$ cat config.mk
export PLATFORM = sky130hd
export DESIGN_NAME = output_allocator
export DESIGN_NICKNAME = d
export VERILOG_FILES = /design/src/rtl/oalloc_pkg.sv /design/src/rtl/rr_priority.sv /design/src/rtl/path_latch.sv /design/src/rtl/grant_mux.sv /design/src/rtl/output_allocator.sv
export SDC_FILE = /design/constraint.sdc
export NUM_CORES = 1
export LEC_CHECK = 0
export ABC_AREA = 1
export BUFFER_PORTS_ARGS = -buffer_cell sky130_fd_sc_hd__buf_2
export CAP_MARGIN = 10
export CORE_MARGIN = 2
export CORE_UTILIZATION = 28
export DETAILED_ROUTE_END_ITERATION = 10
export PLACE_DENSITY_LB_ADDON = 0.12
export SLEW_MARGIN = 20
export SYNTH_ARGS = -nofsm -noshare
export SYNTH_HDL_FRONTEND = slang
export SYNTH_HIERARCHICAL = 1
export SYNTH_SLANG_ARGS = --single-unit
$ cat constraint.sdc
create_clock -name clk -period 2.1 [get_ports clk]
set_input_delay 0.105 -clock clk [delete_from_list [all_inputs] [get_ports clk]]
set_output_delay 0.105 -clock clk [all_outputs]
set_load 0.03 [all_outputs]
$ cat src/rtl/oalloc_pkg.sv
package oalloc_pkg;

    typedef enum logic {
        PATH_FREE = 1'b0,
        PATH_HELD = 1'b1
    } path_state_e;

    // Index following cur in a ring of n entries.
    function automatic int unsigned ring_next(input int unsigned cur, input int unsigned n);
        return (cur + 1 >= n) ? 0 : cur + 1;
    endfunction

endpackage

$ cat src/rtl/rr_priority.sv
module rr_priority #(
    parameter int N_IN  = 3,
    parameter int IDX_W = (N_IN > 1) ? $clog2(N_IN) : 1
) (
    input  logic             clk,
    input  logic             rst,
    input  logic [N_IN-1:0]  req,
    input  logic             advance,
    input  logic [IDX_W-1:0] win_idx,
    output logic             pick_valid,
    output logic [IDX_W-1:0] pick_idx
);
    import oalloc_pkg::*;

    logic [IDX_W-1:0] start_q;

    // First requester at or above start_q, wrapping around.
    always_comb begin
        pick_valid = 1'b0;
        pick_idx   = '0;
        for (int off = N_IN - 1; off >= 0; off--) begin
            int unsigned cand;
            cand = (int'(start_q) + off) % N_IN;
            if (req[cand]) begin
                pick_valid = 1'b1;
                pick_idx   = IDX_W'(cand);
            end
        end
    end

    always_ff @(posedge clk) begin
        if (rst) begin
            start_q <= '0;
        end else if (advance) begin
            start_q <= IDX_W'(ring_next({{(32-IDX_W){1'b0}}, win_idx}, N_IN));
        end
    end

endmodule

$ cat src/rtl/path_latch.sv
module path_latch #(
    parameter int N_IN  = 3,
    parameter int IDX_W = (N_IN > 1) ? $clog2(N_IN) : 1
) (
    input  logic             clk,
    input  logic             rst,
    input  logic [N_IN-1:0]  req,
    input  logic             pick_valid,
    input  logic [IDX_W-1:0] pick_idx,
    input  logic             release_i,
    output logic             take,
    output logic [N_IN-1:0]  grant,
    output logic [N_IN-1:0]  reject,
    output logic             held
);
    import oalloc_pkg::*;

    path_state_e      state_q;
    logic [IDX_W-1:0] owner_q;
    logic [N_IN-1:0]  reject_q;
    logic [N_IN-1:0]  keep_mask;

    assign take = (state_q == PATH_FREE) && pick_valid;

    // Inputs that are not refused this cycle: the new winner or the owner.
    always_comb begin
        keep_mask = '0;
        if (take) begin
            keep_mask[pick_idx] = 1'b1;
        end else if (state_q == PATH_HELD) begin
            keep_mask[owner_q] = 1'b1;
        end
    end

    always_ff @(posedge clk) begin
        if (rst) begin
            state_q  <= PATH_FREE;
            owner_q  <= '0;
            reject_q <= '0;
        end else begin
            reject_q <= req & ~keep_mask;
            if (take) begin
                state_q <= PATH_HELD;
                owner_q <= pick_idx;
            end else if (state_q == PATH_HELD && release_i) begin
                state_q <= PATH_FREE;
            end
        end
    end

    always_comb begin
        grant = '0;
        if (state_q == PATH_HELD) begin
            grant[owner_q] = 1'b1;
        end
    end

    assign reject = reject_q;
    assign held   = (state_q == PATH_HELD);

endmodule

$ cat src/rtl/grant_mux.sv
module grant_mux #(
    parameter int N_IN   = 3,
    parameter int DATA_W = 8
) (
    input  logic [N_IN-1:0]        sel,
    input  logic [N_IN*DATA_W-1:0] din,
    output logic [DATA_W-1:0]      dout
);
    logic [DATA_W-1:0] gated [N_IN];

    // AND-OR mux steered directly by the one-hot grant lines.
    for (genvar i = 0; i < N_IN; i++) begin : g_lane
        assign gated[i] = din[i*DATA_W +: DATA_W] & {DATA_W{sel[i]}};
    end

    always_comb begin
        dout = '0;
        for (int i = 0; i < N_IN; i++) begin
            dout = dout | gated[i];
        end
    end

endmodule

$ cat src/rtl/output_allocator.sv
module output_allocator #(
    parameter int N_IN   = 3,
    parameter int DATA_W = 8
) (
    input  logic                   clk,
    input  logic                   rst,
    input  logic [N_IN-1:0]        req_i,
    input  logic [N_IN*DATA_W-1:0] data_i,
    input  logic                   release_i,
    output logic [N_IN-1:0]        grant_o,
    output logic [N_IN-1:0]        reject_o,
    output logic [DATA_W-1:0]      data_o,
    output logic                   busy_o
);
    localparam int IDX_W = (N_IN > 1) ? $clog2(N_IN) : 1;

    logic             pick_valid;
    logic [IDX_W-1:0] pick_idx;
    logic             take;

    rr_priority #(.N_IN(N_IN), .IDX_W(IDX_W)) u_prio (
        .clk        (clk),
        .rst        (rst),
        .req        (req_i),
        .advance    (take),
        .win_idx    (pick_idx),
        .pick_valid (pick_valid),
        .pick_idx   (pick_idx)
    );

    path_latch #(.N_IN(N_IN), .IDX_W(IDX_W)) u_hold (
        .clk        (clk),
        .rst        (rst),
        .req        (req_i),
        .pick_valid (pick_valid),
        .pick_idx   (pick_idx),
        .release_i  (release_i),
        .take       (take),
        .grant      (grant_o),
        .reject     (reject_o),
        .held       (busy_o)
    );

    grant_mux #(.N_IN(N_IN), .DATA_W(DATA_W)) u_mux (
        .sel  (grant_o),
        .din  (data_i),
        .dout (data_o)
    );

endmodule

# --- Yosys cells after proc, flatten, opt, wreduce, memory -nomap -nowiden ---
# Index checks and enable logic that the tools add are counted.
totals:
  regBits: 8
  word_cells: 52
classes:
  n_div: 3
  add_sub_neg: 3
  mux: 21
  n_bitwise: 8
  order_cmp: 8
  reduce_logical: 5
ops:
  columns: ["operator", "n"]
  rows:
  - ["< comparator 32 x 3 -> 1 bit, second input constant", 3]
  - ["modulo 32 x 3 -> 32 bit, second input constant", 2]
  - ["modulo 3 x 3 -> 32 bit, second input constant", 1]
  - ["bitwise AND 8 bit", 3]
  - ["OR 8 bit", 2]
  - ["two-way mux 1 bit", 10]
  - ["two-way mux 2 bit", 4]
  - ["adder 2 x 1 -> 3 bit, second input constant", 2]
  - ["binary-select mux 1 bit (select 2 bit)", 3]
  - ["< comparator 2 x 3 -> 1 bit, second input constant", 2]
  - ["two-way mux 3 bit", 2]
  - ["demux 1 bit (select 2 bit)", 2]
  - [">= comparator 2 x 1 -> 1 bit, second input constant", 2]
  - ["logical AND 1 bit", 4]
  - ["adder 2 x 2 -> 3 bit, second input constant", 1]
  - ["bitwise AND 3 bit", 1]
  - [">= comparator 3 x 2 -> 1 bit, second input constant", 1]
  - ["NOT 3 bit", 1]
  - ["nonzero test 2 bit", 1]
  - ["NOT 1 bit", 1]

# --- Depth between registers and ports, before layout ---
logic_depth:
  word_depth: 14
  mapped_depth: 14
  depth_no_buf: 14

# --- Hierarchy ---
# Netlist, hierarchy kept.
by_module_without_submodules:
  columns: ["module", "n_inst", "cells_each", "area_per_inst_um2", "seq_area_each_um2"]
  rows:
  - ["path_latch", 1, 51, 300.3, 120.1]
  - ["rr_priority", 1, 48, 271.5, 40.0]
  - ["grant_mux", 1, 35, 145.1, 0.0]

# --- Least setup slack after synthesis ---
# OpenSTA, ideal clock, no wires.
synth_path:
  kind: "reg-to-reg"
  startpoint: "reg u_prio.start_q[0]"
  endpoint: "reg u_prio.start_q[0]"
  path_slack_ns: 0.446
  path_buffers: 0
  setup_time_ns: 0.116
  path_stages_with_launch: 10
  arrival_time_ns: 1.538
  cell_sequence: "dfxtp_1 inv_1 ha_1 nand2_1 nand2_2 a21oi_2 nand4_1 inv_1 nor2_2 o211a_1"
synth_rtl:
  columns: ["item", "line", "rtl"]
  rows:
  - ["start: declaration", "rr_priority.sv:15", "logic [IDX_W-1:0] start_q;"]
  - ["start signal: assignment", "rr_priority.sv:35", "start_q <= IDX_W'(ring_next({{(32-IDX_W){1'b0}}, win_idx}, N_IN));"]
  - ["adder 2 x 2 -> 3 bit", "rr_priority.sv:23", "cand = (int'(start_q) + off) % N_IN;"]
  - ["modulo 32 x 3 -> 32 bit", "rr_priority.sv:23", null]
  - ["binary-select mux 1 bit (select 2 bit)", "rr_priority.sv:24", "if (req[cand]) begin"]
  - ["two-way mux 1 bit (not written as such)", "rr_priority.sv:24", null]
  - ["two-way mux 1 bit (2 in series)", "rr_priority.sv:24", null]
  - ["two-way mux 1 bit *", "rr_priority.sv:24", null]
  - ["via pick_valid", "output_allocator.sv:17", "logic pick_valid;"]
  - ["logical AND 1 bit *", "path_latch.sv:23", "assign take = (state_q == PATH_FREE) && pick_valid;"]
  - ["via take", "output_allocator.sv:19", "logic take;"]
# Mark *: on every way through the listed nets, which the timed path passes. The rest lies on a longest branch. The select of a mux whose other input is x is not followed.
# A chain may end at the register's enable or synchronous reset.

# --- Final worst setup path ---
# Ends and elaborated chain as after synthesis.

==> summary.md <==
| Metric | Value |
|---|---|
| Net switching power | ~0.00073 W |
| Clock transition at path regs | roughly 50 ps |
| Routed WL per cell | about 9.6 um |
| Min-delay worst type | input port to flop |
| Iter 0 DRT Violations | 26 |
| Cells on Worst Hold Path | 2 |
| Number of enable-type register cells in the synthesized netlist | 0 |
| Count of filler cells inserted in the layout | 280 |
| Max Clk Rate | 540 MHz |
| Vias in the first global route | 758 |
| Synth Register Bits | 8 |
| Diodes inserted | 0 |
| Detailed placement HPWL | 1620 um |
| Outcome | completed |
| TritonCTS clock tree | yes |
| Arrival @ worst endpoint | approximately 2000 ps |
| Capturing element type of the critical path | flop |
| Share of the synthesized area in the top cell type | approximately 25% |
| Cell internal pwr | about 0.00056 W |
| VDD IR max | 0.873 mV |
| Total leakage power | roughly 0.61 nW |
| First-pass GRT wire length | between 2000 and 3000 um |
| Min Tclk post-route | about 1900 ps |
| Final design instance area without fill | 982 sq um |
| CTS Hold Bufs | 0 |
| Worst setup margin | around 250 ps |
| Post-synth design cell area | 717 sq um |
| Aggregate negative setup slack | 0 ps |
| Portion of the post-synthesis area used by sequential elements | 22.3% |
| Remaining design rule violation count | 0 |
| Root Buffer Master | sky130_fd_sc_hd__clkbuf_4 |
| Site Rows | 18 |
| Via density | approximately 4.6 |
| Power density relative to cell area | about 1300 nW/um^2 |
| Headroom to the max-slew limit | between 80% and 90% |
| Die outline area | 2980 sq um |
| Y dimension of the die | 54.6 um |
| Ratio of cells with drive above 1 in the final layout | a little under a third |
| Met3 routed wirelength | 257 um |
| Maximum number of pins on one net before global-route repair | 10 |
| Final Net Count | around 210 |
| Hold Fails Final Rpt | 0 |
| Placed inst area | 960 sq um |
| Post-Place Setup Slack | between 200 and 300 ps |
| Post-synth top flop | sky130_fd_sc_hd__dfxtp_1 |
| Final setup fails | 0 |
| Leading cell types by total area after synthesis | sky130_fd_sc_hd__nand2_1 25%, sky130_fd_sc_hd__dfxtp_1 22%, sky130_fd_sc_hd__inv_1 12%, sky130_fd_sc_hd__nand3_1 10%, sky130_fd_sc_hd__nor2_1 8.9% |
| Number of buffers added by the clock tree synthesis step | 3 |
| Switching Share | between 50% and 60% |
| Cells on worst reg2reg path | 10 |
| H-tree level count | 1 |
| Unrepaired setup endpoints after global routing | false |
| Met1 routed wirelength after detailed routing | between 700 and 800 um |
| Transition time of the tightest slew-check pin | 274 ps |
| Share of total power in the clock network | 8.9% |
| Uppermost routed layer | met4 |
| Ports | 45 |
| Share of flip-flops with an asynchronous set or reset after synthesis | 0% |
| Port Buf Inserts | between 40 and 50 |
| Sequential cell fraction of total power | roughly 19% |
| Clock latency of the later-clocked register in the worst-skew pair | 250 ps |
| Antenna-violating nets left | 0 |
| Area leader, netlist | sky130_fd_sc_hd__nand2_1 |
| Starting density of the core | between 20% and 30% |
| WL met2 | between 900 and 1000 um |
| Post-cts resize count | 0 |
| Nets in the synthesized netlist | roughly 170 |
| Logic gate share of total power | 71.6% |
| Chip width | ~55 um |
| Share of the core filled with cells | 40.0% |
| Area delta synth->final | 37.0% |
| Largest buffer count on any clock path | 2 |
| Start-to-end type of the worst setup path | flop to flop |
| Final Slew Violations | 0 |
| TritonCTS Sinks | 8 |
| Number of vias in the routed layout | 950 |
| Area occupied by multi-input gates | roughly 450 sq um |
| Count of TritonRoute iterations in the first routing pass | 4 |
| Mean cell area of the mapped netlist | approximately 5.4 sq um |
| YS warnings | 6 |
| Initial antenna violation count | 0 |
| Final estimated routing congestion in global placement | between 0.7 and 0.8 |
| Number of maximum-capacitance constraint violations | 0 |
| Synth unique cells | 18 |
| Sequential cell area | 160 sq um |
| Buffers inserted by post-CTS timing repair | 0 |
| Worst Setup Start Kind | flop |
| Critical path peak fanout | 6 |
| Core Area | roughly 2500 sq um |
| Sum of overflow across all layers after global routing | 0 |
| Routed Wire Length | ~2000 um |
| Clock skew after layout | 5.36 ps |
| Share of the clock period used by the worst path after layout | between 80 and 90% |
| Gate count of the mapped netlist | roughly 130 |
| Worst path required time | between 2000 and 2500 ps |
| GRT Total Usage | between 10% and 20% |
## registers in the layout, indices dropped and copies added (netlist names)
signal	cells
u_prio/start_q	2
u_hold/held	1
u_hold/owner_q	2
u_hold/reject	3
## cell type report
cell class                      count  share of cell area [%]
Multi-Input combinational cell     98                    45.6
Timing Repair Buffer               44                    22.4
Sequential cell                     8                    16.3
Inverter                           25                    9.55
Tap cell                           30                    3.82
Clock buffer                        3                    2.29
## critical path: stages, from the launching register on
cell	delay (ps)
sky130_fd_sc_hd__dfxtp_1	360
sky130_fd_sc_hd__inv_1	70
sky130_fd_sc_hd__ha_1	360
sky130_fd_sc_hd__inv_2	70
sky130_fd_sc_hd__nand2_2	70
sky130_fd_sc_hd__nand2_2	50
sky130_fd_sc_hd__a21oi_2	140
sky130_fd_sc_hd__nand4_1	210
sky130_fd_sc_hd__inv_1	120
sky130_fd_sc_hd__nor2_2	60
sky130_fd_sc_hd__o211a_1	240
## cell families (layout without fill, tap and decap cells)
group	after synthesis	count (layout)	share of synthesized area [%]
AOI/OAI and AO/OA	10	10	8.20
adders and majority gates	3	3	5.24
buffers and inverters	28	72	15.2
DFF	8	8	22.3
and+or+nand+nor	85	85	49.0
## routing by layer
metal  global-route usage, %  vias up
met5                       0        -
met4                    5.00        0
met3                    4.64        2
met2                    26.4       48
met1                    13.5      403
li1                        -      497
## per-stage QoR
stage	std cells	total power [W]	hold WS, ps
4_1_cts	208	0.00130	98.1
3_3_place_gp	205	0.00117	359
3_5_place_dp	205	0.00118	368
6_report	208	0.00129	102
2_1_floorplan	134	0.000959	174
5_1_grt	208	0.00144	109
## cells in the final DEF (no fill, tap or decap)
cell type	count
sky130_fd_sc_hd__nand2_2	3
sky130_fd_sc_hd__nor2_1	17
sky130_fd_sc_hd__ha_1	3
sky130_fd_sc_hd__o211a_1	1
sky130_fd_sc_hd__inv_1	23
sky130_fd_sc_hd__inv_2	2
sky130_fd_sc_hd__clkbuf_4	3
sky130_fd_sc_hd__o21ai_1	2
sky130_fd_sc_hd__nand4_1	1
sky130_fd_sc_hd__nor2_2	1
sky130_fd_sc_hd__a21oi_2	1
sky130_fd_sc_hd__nand3_1	15
sky130_fd_sc_hd__a21oi_1	4
sky130_fd_sc_hd__o21ai_0	2
sky130_fd_sc_hd__dfxtp_1	8
sky130_fd_sc_hd__nor3_1	1
sky130_fd_sc_hd__buf_2	44
sky130_fd_sc_hd__nand2_1	47
## power by group through the flow
| stage | registers, W | logic [W] | clock network (W) |
|---|---|---|---|
| 3_3_place_gp | 0.000252 | 0.000915 | 0 |
| 6_report | 0.000251 | 0.000925 | 0.000115 |
| 5_1_grt | 0.000260 | 0.00105 | 0.000132 |
| 4_1_cts | 0.000252 | 0.000927 | 0.000121 |
| 2_1_floorplan | 0.000287 | 0.000672 | 0 |
| 3_5_place_dp | 0.000256 | 0.000922 | 0 |
## synth_stat cells, types with 2 or more instances
library cell	count
sky130_fd_sc_hd__o21ai_0	2
sky130_fd_sc_hd__inv_2	2
sky130_fd_sc_hd__clkbuf_2	2
sky130_fd_sc_hd__nand2_1	47
sky130_fd_sc_hd__o21ai_1	2
sky130_fd_sc_hd__dfxtp_1	8
sky130_fd_sc_hd__ha_1	3
sky130_fd_sc_hd__inv_1	23
sky130_fd_sc_hd__nor2_1	17
sky130_fd_sc_hd__nand3_1	15
sky130_fd_sc_hd__a21oi_1	4
sky130_fd_sc_hd__nand2_2	3
## worst paths after layout
path                                        start                end  slack, ps
worst max-delay path            u_prio/start_q[0]  u_prio/start_q[0]        250
worst min-delay path                          rst        u_hold/held        100
worst max register to register  u_prio/start_q[0]  u_prio/start_q[0]        250
worst min register to register  u_prio/start_q[0]  u_prio/start_q[0]        540
No activity file was read; power rests on OpenSTA's default activity.
